## src/rtl/es_pkg.sv

```systemverilog
package es_pkg;

  // forward step around a ring of d cells
  function automatic int wrap_fwd(int p, int n, int d);
    return (p + n) % d;
  endfunction

  // backward step around a ring of d cells
  function automatic int wrap_back(int p, int n, int d);
    return (p + d - (n % d)) % d;
  endfunction

endpackage

```

## src/rtl/es_edge.sv

```systemverilog
module es_edge (
  input  logic clk,
  input  logic rst,
  input  logic sig_n,
  output logic rise
);
  logic q;

  always_ff @(posedge clk) begin
    if (rst) q <= 1'b1;
    else     q <= sig_n;
  end

  assign rise = sig_n & ~q;
endmodule

```

## src/rtl/es_ptr.sv

```systemverilog
module es_ptr #(
  parameter int DEPTH = 10,
  parameter int PW    = $clog2(DEPTH)
) (
  input  logic          clk,
  input  logic          rst,
  input  logic          adv,
  input  logic          load,
  input  logic [PW-1:0] load_val,
  output logic [PW-1:0] ptr,
  output logic [PW-1:0] ptr_nxt
);
  assign ptr_nxt = adv ? PW'(es_pkg::wrap_fwd(int'(ptr), 1, DEPTH)) : ptr;

  always_ff @(posedge clk) begin
    if (rst)       ptr <= '0;
    else if (load) ptr <= load_val;
    else           ptr <= ptr_nxt;
  end
endmodule

```

## src/rtl/es_store.sv

```systemverilog
module es_store #(
  parameter int DEPTH = 10,
  parameter int PW    = $clog2(DEPTH)
) (
  input  logic          clk,
  input  logic          we,
  input  logic [PW-1:0] waddr,
  input  logic          wdata,
  input  logic          re,
  input  logic [PW-1:0] raddr,
  output logic          rdata
);
  logic mem [DEPTH];

  always_ff @(posedge clk) begin
    if (we) mem[waddr] <= wdata;
  end

  always_ff @(posedge clk) begin
    if (re) rdata <= mem[raddr];
  end
endmodule

```

## src/rtl/lane_elastic_store.sv

```systemverilog
module lane_elastic_store #(
  parameter int DEPTH = 10
) (
  input  logic clk,
  input  logic rst,
  input  logic wr_en,
  input  logic wr_bit,
  input  logic rd_en,
  input  logic center_n,
  output logic rd_bit,
  output logic rd_valid,
  output logic err
);
  localparam int PW     = $clog2(DEPTH);
  localparam int LW     = $clog2(DEPTH + 1);
  localparam int OFFSET = DEPTH / 2;

  logic          rise;
  logic          centred;
  logic          act;
  logic          rd_ok;
  logic          wr_ok;
  logic          under;
  logic          over;
  logic [LW-1:0] lvl;
  logic [PW-1:0] wp, wp_nxt;
  logic [PW-1:0] rp, rp_nxt;
  logic [PW-1:0] rp_centre;

  es_edge u_edge (
    .clk   (clk),
    .rst   (rst),
    .sig_n (center_n),
    .rise  (rise)
  );

  // normal operation only once centred, and never in the centring cycle
  assign act   = centred & ~rise;
  assign rd_ok = act & rd_en & (lvl != '0);
  assign under = act & rd_en & (lvl == '0);
  assign wr_ok = wr_en & (~act | (lvl != LW'(DEPTH)) | rd_ok);
  assign over  = wr_en & ~wr_ok;

  es_ptr #(.DEPTH(DEPTH), .PW(PW)) u_wptr (
    .clk      (clk),
    .rst      (rst),
    .adv      (wr_ok),
    .load     (1'b0),
    .load_val ('0),
    .ptr      (wp),
    .ptr_nxt  (wp_nxt)
  );

  // read pointer lands half the ring behind the post-write position
  assign rp_centre = PW'(es_pkg::wrap_back(int'(wp_nxt), OFFSET, DEPTH));

  es_ptr #(.DEPTH(DEPTH), .PW(PW)) u_rptr (
    .clk      (clk),
    .rst      (rst),
    .adv      (rd_ok),
    .load     (rise),
    .load_val (rp_centre),
    .ptr      (rp),
    .ptr_nxt  (rp_nxt)
  );

  es_store #(.DEPTH(DEPTH), .PW(PW)) u_mem (
    .clk   (clk),
    .we    (wr_ok),
    .waddr (wp),
    .wdata (wr_bit),
    .re    (rd_ok),
    .raddr (rp),
    .rdata (rd_bit)
  );

  always_ff @(posedge clk) begin
    if (rst) begin
      centred  <= 1'b0;
      lvl      <= '0;
      err      <= 1'b0;
      rd_valid <= 1'b0;
    end else begin
      rd_valid <= rd_ok;
      if (rise) begin
        centred <= 1'b1;
        lvl     <= LW'(OFFSET);
        err     <= 1'b0;
      end else if (act) begin
        case ({wr_ok, rd_ok})
          2'b10:   lvl <= lvl + 1'b1;
          2'b01:   lvl <= lvl - 1'b1;
          default: lvl <= lvl;
        endcase
        if (under | over) err <= 1'b1;
      end
    end
  end
endmodule

```

## config.mk

```make
export PLATFORM = sky130hd
export DESIGN_NAME = lane_elastic_store
export DESIGN_NICKNAME = d
export VERILOG_FILES = /design/src/rtl/es_pkg.sv /design/src/rtl/es_edge.sv /design/src/rtl/es_ptr.sv /design/src/rtl/es_store.sv /design/src/rtl/lane_elastic_store.sv
export SDC_FILE = /design/constraint.sdc
export NUM_CORES = 1
export LEC_CHECK = 0
export CORE_ASPECT_RATIO = 0.7
export CORE_MARGIN = 1
export CORE_UTILIZATION = 45
export DETAILED_ROUTE_END_ITERATION = 16
export SETUP_SLACK_MARGIN = 0.1
export SLEW_MARGIN = 20
export SYNTH_ARGS = -nofsm -noshare
export SYNTH_HDL_FRONTEND = slang
export SYNTH_SLANG_ARGS = --single-unit
```

## constraint.sdc

```tcl
create_clock -name clk -period 8.75 [get_ports clk]
set_input_delay 1.75 -clock clk [delete_from_list [all_inputs] [get_ports clk]]
set_output_delay 1.75 -clock clk [all_outputs]
set_load 0.005 [all_outputs]
```

==> reports/results.env, run 1 <==
STATUS='finished, violations left'
VIOLATIONS='DRC'
CLOCK_PATH_BUFFERS=2
YS.FLOP_TYPE='sky130_fd_sc_hd__dfxtp_1'
WORST-SETUP-PATH-TYPE='in -> reg'
STATIC-LEAKAGE-POWER_nW=0.883
ANT_NETS=0
CTS.ROOT.BUFFER_CELL='sky130_fd_sc_hd__clkbuf_8'
DIE_WIDTH_UM=84.2
CTS_BUFFERS=3
ENDPOINT_KIND='flop'
WORSTPATHCELLLIST='clkdlybuf4s50_1 > nand2b_1 > a41o_4 > inv_2 > o2111a_1 > a221oi_2 > o211ai_1 > xnor2_1 > o21ai_1 > ha_1 > o2111ai_1 > a2111oi_0 > a221oi_2 > ha_1 > or3_1 > a311oi_2'
PLACE.GP.CONGESTION=0.786
WL_PER_CELL_UM=15.7
FILL_CELLS=419
CAP_VIOL_MAX_COUNT=0
SYNTHMOSTINSTANTIATEDCELL='sky130_fd_sc_hd__nor2_1'
FINAL_CELL_AREA_SQ_UM=2250
YOSYS.AREA.TOP_TYPE_SHARE_PCT=15.5
FINALSETUPVIOLATIONS=0
DETAILED_ROUTE_WIRE_LENGTH_UM=4480
FINAL_CORE_UTIL_PCT=50.8
TOTAL_NEGATIVE_SLACK_FOR_SETUP_CHECKS_NS=0
SYNTH_AREA_LEADER_CELL='sky130_fd_sc_hd__edfxtp_1'
CPMAXSTAGEDELAYCELL='sky130_fd_sc_hd__nand2b_1'
PORT_BUFS=8
SYNTH_COMMON_CELLS='28 x sky130_fd_sc_hd__nor2_1, 16 x sky130_fd_sc_hd__dfxtp_1, 15 x sky130_fd_sc_hd__ha_1, 15 x sky130_fd_sc_hd__nand2_1, 13 x sky130_fd_sc_hd__a21oi_1'
HPWLAFTERDP_UM=3290
IO_PINS=9
POST_CTS.RESIZED_INSTANCES=0
DPL_CELL_AREA_SQ_UM=2200
FIN_SKEW_NS=0.00150
SYNTH_FP_NETS=252
TIMING.SLEW.HEADROOM_PCT=42.8
SYN_AVG_CELL_AREA_SQ_UM=9.25
CTS_HOLD_REPAIR.BUFFERS=0
POWER-PER-CELL-AREA_nW_PER_UM2=124
DRTITER0DRC=98
TRITONCTS_NUM_SINKS=27
VIA_COUNT_OF_THE_FIRST_GLOBAL_ROUTING_PASS=1444
HTREEDEPTH=1
PERIOD_SHARE_PCT=68.4
GLOBALROUTE.TOTALOVERFLOW=0
START_KIND='input port'
CTS_TREE='built'
FINALHOLDVIOLCOUNT=0
YOSYSSEQAREASHARE_PCT=30.6
GRT_UTIL_ALL_LAYERS_PCT=19.3
SYN_AREA_SQ_UM=2130
HOLD_WS_NS=0.549
CRITICAL_PATH_ARRIVAL_NS=6.18
SETUP_REPAIR_AFTER_GLOBAL_ROUTING_MISSED_ITS_MARGIN='no'
DIE-AREA_SQ_UM=5010
POSTSYNTHCELLCOUNT=230
CRIT_FANOUT=15
PATH_CLK_SLEW_NS=0.10
FINALPOWER_mW=0.278
DESIGN.FINAL.NETS=253
PLACED_CELLS=281
GRT_PASS1_WL_UM=7490
ANTENNA_FOUND_INITIAL=0
CLOCK_INSERTION_DELAY_WORST_SKEW_NS=0.28
DESIGN.CORE.AREA_SQ_UM=4430
MAX_FREQ_MHz=167
PRE_CTS_WS_NS=2.57
FINAL_MAX_SLEW_VIOL_COUNT=0
VIASPERCELL=5.76
SYNTH-WARNING-COUNT=0
AREA_GROWTH_PCT=5.71
SYNTH_SEQ_CELLS=27
POST_LAYOUT_NONFILLER_INSTANCES=285
WORSTMARGINPINSLEW_NS=0.856
ANTENNA_DIODE_COUNT=0
INITIAL_UTILIZATION_PCT=48.0
WORST_EP_REQUIRED_TIME_NS=8.94
SYNTHTOPCELLSBYAREA='sky130_fd_sc_hd__edfxtp_1 16%, sky130_fd_sc_hd__dfxtp_1 15%, sky130_fd_sc_hd__ha_1 8.8%'
TIMING.FINAL.CRIT_PERIOD_NS=5.99
FIN_WS_NS=2.76
WORST_HOLD_PATH_TYPE='reg -> reg'
DETAILROUTE.VIA_COUNT=1642
ROWS=20
DRC_ERRORS=2
SETUP_BUFS_POST_CTS=0
DIE_HEIGHT_UM=59.5
GRT_MAX_DEGREE=18
DRT_FIRST_PASS_ITERS=10
POSTSYNTH.ASYNCRESETSHARE_PCT=0
YOSYS.CELL_TYPES.COUNT=67
SLOWEST_DELAY_NS=0.54
SYNTH_EDF_COUNT=11
LAYOUT-DRIVE-GT1-SHARE_PCT=12.6
MAX-VDD-IR-DROP_uV=60.7
critical path, delay by kind of cell:
kind                       cells  cell delay [ns]
AOI/OAI and AO/OA              9             2.32
xor gates and xnor gates       1             0.16
adders and majority gates      2             0.48
buffers and inverters          2             0.54
and+or+nand+nor                2             0.92
cell usage in the layout, fill, tap and decap left out, types with 3 or more instances in the layout:
cell / count
sky130_fd_sc_hd__nor2_1: 28
sky130_fd_sc_hd__dfxtp_1: 16
sky130_fd_sc_hd__nand2_1: 15
sky130_fd_sc_hd__ha_1: 15
sky130_fd_sc_hd__a21oi_1: 13
sky130_fd_sc_hd__edfxtp_1: 11
sky130_fd_sc_hd__inv_1: 9
sky130_fd_sc_hd__clkdlybuf4s50_1: 8
sky130_fd_sc_hd__nor2b_1: 7
sky130_fd_sc_hd__nor3_1: 7
sky130_fd_sc_hd__xnor2_1: 6
sky130_fd_sc_hd__and3_1: 5
sky130_fd_sc_hd__mux2i_1: 5
sky130_fd_sc_hd__o21ai_0: 5
sky130_fd_sc_hd__or3_1: 4
sky130_fd_sc_hd__xor2_1: 4
sky130_fd_sc_hd__and2_1: 4
sky130_fd_sc_hd__nand2b_1: 3
sky130_fd_sc_hd__nand3_1: 3
sky130_fd_sc_hd__clkbuf_8: 3
power breakdown:
part	switching, mW	internal (mW)	total (mW)
registers	0.00717	0.135	0.142
logic	0.0349	0.0263	0.0612
clock network	0.0424	0.0324	0.0747
logic make-up (layout without fill, tap and decap cells):
| family | count (synthesis) | in the layout | share of synthesized area [%] |
|---|---|---|---|
| AO/OA/AOI/OAI | 56 | 56 | 21.6 |
| AND/OR/NAND/NOR | 91 | 91 | 23.9 |
| flip-flops | 27 | 27 | 30.6 |
| multiplexers | 7 | 7 | 4.47 |
| buffers and inverters | 23 | 23 | 5.53 |
| adder cells (fa/ha/maj) | 16 | 16 | 9.76 |
| XOR/XNOR | 10 | 10 | 4.12 |
final timing paths:
| path | from | end | slack (ns) | depth (start not counted) |
|---|---|---|---|---|
| hold / removal | centred | centred | 0.55 | 2 |
| setup / recovery | center_n | u_rptr.ptr[3] | 2.76 | 16 |
| setup reg to reg | u_wptr.ptr[0] | u_rptr.ptr[3] | 3.03 | 20 |
| hold reg to reg | centred | centred | 0.55 | 2 |
layer usage:
layer	wire, um	track usage [%]	share of wire, %	up-vias
li1	-	-	-	839
met3	253	4.04	5.7	4
met1	2490	30.9	56	751
met5	0	0	0	-
met2	1700	25.6	38	48
met4	28	4.43	0.63	0
final cells by class:
class	instances	area, sq um	area share, %
Clock buffer	3	41.3	1.84
Inverter	11	41.3	1.84
Sequential cell	27	651	28.9
Multi-Input combinational cell	180	1360	60.4
Clock inverter	1	7.51	0.334
Timing Repair Buffer	8	80.1	3.56
Tap cell	55	68.8	3.06
sequential cells by signal, summed over array words and instances (netlist names):
| signal | count |
|---|---|
| lvl | 4 |
| u_mem.mem | 10 |
| err | 1 |
| u_wptr.ptr | 4 |
| u_mem.rdata | 1 |
| u_edge.q | 1 |
| u_rptr.ptr | 4 |
| centred | 1 |
| rd_valid | 1 |
(Power assumes the default switching activity.)
==> run 2, diff against run 1 <==
Clock period 8.75 ns to 6.2 ns, I/O delays scaled along.
==> reports/results.env, run 2 (same netlist as run 1, synthesis figures left out) <==
SETUP_REPAIR_AFTER_GLOBAL_ROUTING_MISSED_ITS_MARGIN='no'
POWER_SWITCHING_SHARE_PCT=30.8  # +0.48 points
WORSTREG2REGEND='u_rptr.ptr[3]'
ANTENNA_DIODE_COUNT=0  # unchanged
CLOCK_PATH_BUFFERS=2  # unchanged
DR_WL_MET3_UM=200  # -21%
DETAILROUTE.VIA_COUNT=1668  # +1.6%
VIA_COUNT_OF_THE_FIRST_GLOBAL_ROUTING_PASS=1479  # +2.4%
NET-SWITCHING-POWER_mW=0.123  # +46%
CRITICAL_PATH_ARRIVAL_NS=5.40  # -0.78 ns
LARGEST_REG_FLOPS=10  # unchanged
WL_PER_CELL_UM=15.5  # -1.0%
POWER.INTERNAL_mW=0.276  # +42%
WHS_ENDPOINT='err'
WORSTPATHCELLLIST='ha_1 > nand2_1 > nor3_1 > nor2_1 > ha_1 > nand2b_1 > o32ai_1 > nor2_1 > mux2i_1 > o21ai_0 > ha_1 > nor4b_4 > nor3_4 > ha_1 > o2111ai_1 > a2111oi_0 > a221oi_2 > ha_1 > or3_1 > a311oi_2'
INITIAL_UTILIZATION_PCT=48.0  # unchanged
GRT_MAX_DEGREE=17  # -1
WORST-R2R-SETUP-SLACK_NS=1.0  # -2.03 ns
DETAILED_ROUTE_WIRE_LENGTH_UM=4510  # +0.71%
DESIGN.FINAL.NETS=258  # +2.0%
LAYOUT-DRIVE-GT1-SHARE_PCT=14.5  # +1.9 points
WORST_EP_REQUIRED_TIME_NS=6.40  # -2.54 ns
MAX-VDD-IR-DROP_uV=85.9  # +42%
SEQUENTIAL_SHARE_OF_POWER_PCT=49.3  # -1.9 points
WORST-SETUP-PATH-TYPE='reg -> reg'
FINALHOLDVIOLCOUNT=0  # unchanged
VIASPERCELL=5.75  # -0.17%
FINALPOWER_mW=0.399  # +43%
ANT_NETS=0  # unchanged
VIOLATIONS='DRC'
TIMING.SLEW.HEADROOM_PCT=54.3  # +12 points
STATUS='finished, violations left'
WHS_PATH_DEPTH=2  # unchanged
PATH_CLK_SLEW_NS=0.10  # about the same
CPMOSTUSEDCELL='sky130_fd_sc_hd__ha_1'
AREA_GROWTH_PCT=7.47
DIE_WIDTH_UM=84.2  # unchanged
MAX_FREQ_MHz=192
CLOCK_INSERTION_DELAY_WORST_SKEW_NS=0.28  # about the same
DIE_HEIGHT_UM=59.5  # unchanged
CLOCK_POWER_SHARE_PCT=27.1  # +0.3 points
SLOWEST_DELAY_NS=0.49  # -0.05 ns
DRTITER0DRC=125  # +28%
TIMING.HOLD.WORST.START='err'
PLACE.GP.CONGESTION=0.782  # -0.52%
CTS_TREE='built'
ANTENNA_FOUND_INITIAL=0  # unchanged
GRT_PASS1_WL_UM=7470  # -0.19%
MET2_LAYER_WIRE_LENGTH_IN_THE_ROUTED_DESIGN_UM=1810  # +6.0%
PRE_CTS_WS_NS=0.833  # -1.73 ns
PWR-SHARE-COMB_PCT=23.6  # +1.6 points
FINAL_CELL_MIX='28 x sky130_fd_sc_hd__nor2_1, 16 x sky130_fd_sc_hd__dfxtp_1, 15 x sky130_fd_sc_hd__nand2_1, 15 x sky130_fd_sc_hd__ha_1, 13 x sky130_fd_sc_hd__a21oi_1'
R2R.WORST_PATH.CELLS=20  # unchanged
MOSTFREQUENTLAYOUTCELL='sky130_fd_sc_hd__nor2_1'
DRT_FIRST_PASS_ITERS=10  # unchanged
CTS_BUFFERS=3  # unchanged
POWER-PER-CELL-AREA_nW_PER_UM2=175  # +41%
HPWLAFTERDP_UM=3300  # +0.28%
IO_PINS=9  # unchanged
GLOBALROUTE.TOTALOVERFLOW=0  # unchanged
WORSTMARGINPINSLEW_NS=0.683  # -0.173 ns
STATIC-LEAKAGE-POWER_nW=0.909  # +2.9%
CRIT_FANOUT=11  # -4
ROWS=20  # unchanged
TOTAL_NEGATIVE_SLACK_FOR_SETUP_CHECKS_NS=0  # unchanged
CAP_VIOL_MAX_COUNT=0  # unchanged
MET1_LENGTH_UM=2460  # -1.3%
TRITONCTS_NUM_SINKS=27  # unchanged
CTS_HOLD_REPAIR.BUFFERS=0  # unchanged
DESIGN.CORE.AREA_SQ_UM=4430  # unchanged
HTREEDEPTH=1  # unchanged
REGMOSTFLOPS='u_mem.mem'
GRT_UTIL_ALL_LAYERS_PCT=19.5  # +0.16 points
RR_STARTPOINT='u_wptr.ptr[0]'
PERIOD_SHARE_PCT=83.9
FINAL_MAX_SLEW_VIOL_COUNT=0  # unchanged
PORT_BUFS=8  # unchanged
DRC_ERRORS=2  # unchanged
CPMAXSTAGEDELAYCELL='sky130_fd_sc_hd__a2111oi_0'
DIE-AREA_SQ_UM=5010  # unchanged
CTS.ROOT.BUFFER_CELL='sky130_fd_sc_hd__clkbuf_8'
WORST_HOLD_PATH_TYPE='reg -> reg'
TIMING.FINAL.CRIT_PERIOD_NS=5.20
FIN_SKEW_NS=0.00486  # +0.00336 ns
ENDPOINT_KIND='flop'
MAXUSEDROUTINGLAYER='met4'
POST_CTS.RESIZED_INSTANCES=0  # unchanged
SETUP_BUFS_POST_CTS=0  # unchanged
FINALSETUPVIOLATIONS=0  # unchanged
START_KIND='flop'
FIN_WS_NS=0.997  # -1.77 ns
run 2: changes by cell type in the layout (fill, tap and decap cells not counted), sizes merged:
cell / previous run / this run
buf: 0 / 5
run 2: final cells by class:
type	instances	area (sq um)
clock buffers	3	41.3
clock inverters	1	7.51
fillers	409	2140
inverters	11	41.3
multi-input cells	180	1360
flip-flops and latches	27	651
well taps	55	68.8
repair buffers	13	118
run 2: power groups by stage:
stage	sequential (mW)	combinational [mW]	clock [mW]
CTS	0.197	0.0934	0.111
detailed placement	0.201	0.0926	0
global route	0.198	0.104	0.118
global placement	0.201	0.0938	0
floorplan	0.199	0.0721	0
finish	0.197	0.0942	0.108
run 2: per-stage QoR:
step	utilization, %	hold slack [ns]	std cells	cell area, sq um
floorplan	-	0.492	230	2130
global placement	50.5	0.523	286	2240
detailed placement	50.5	0.528	286	2240
CTS	51.6	0.545	290	2290
global route	51.6	0.569	290	2290
finish	51.6	0.540	290	2290
run 2: routing by layer:
| layer | global-route usage [%] | vias to the layer above |
|---|---|---|
| met5 | 0 | - |
| met4 | 5.17 | 0 |
| met3 | 3.48 | 5 |
| met2 | 28.0 | 32 |
| met1 | 29.7 | 783 |
| li1 | - | 848 |
run 2: worst max-delay path by stage:
stage | from | end | depth (start not counted)
floorplan | rd_en | u_rptr.ptr[3] | 15
global placement | rd_en | u_rptr.ptr[3] | 16
detailed placement | rd_en | u_rptr.ptr[3] | 16
CTS | u_wptr.ptr[0] | u_rptr.ptr[3] | 20
global route | u_wptr.ptr[0] | u_rptr.ptr[3] | 20
finish | u_wptr.ptr[0] | u_rptr.ptr[3] | 20
run 2: worst max-delay path: cells and delay by family, from the launching register on:
family | cells | cell delay (ns)
adders and majority gates | 5 | 1.45
and+or+nand+nor | 8 | 1.59
DFF | 1 | 0.35
AOI/OAI and AO/OA | 6 | 1.58
muxes | 1 | 0.14
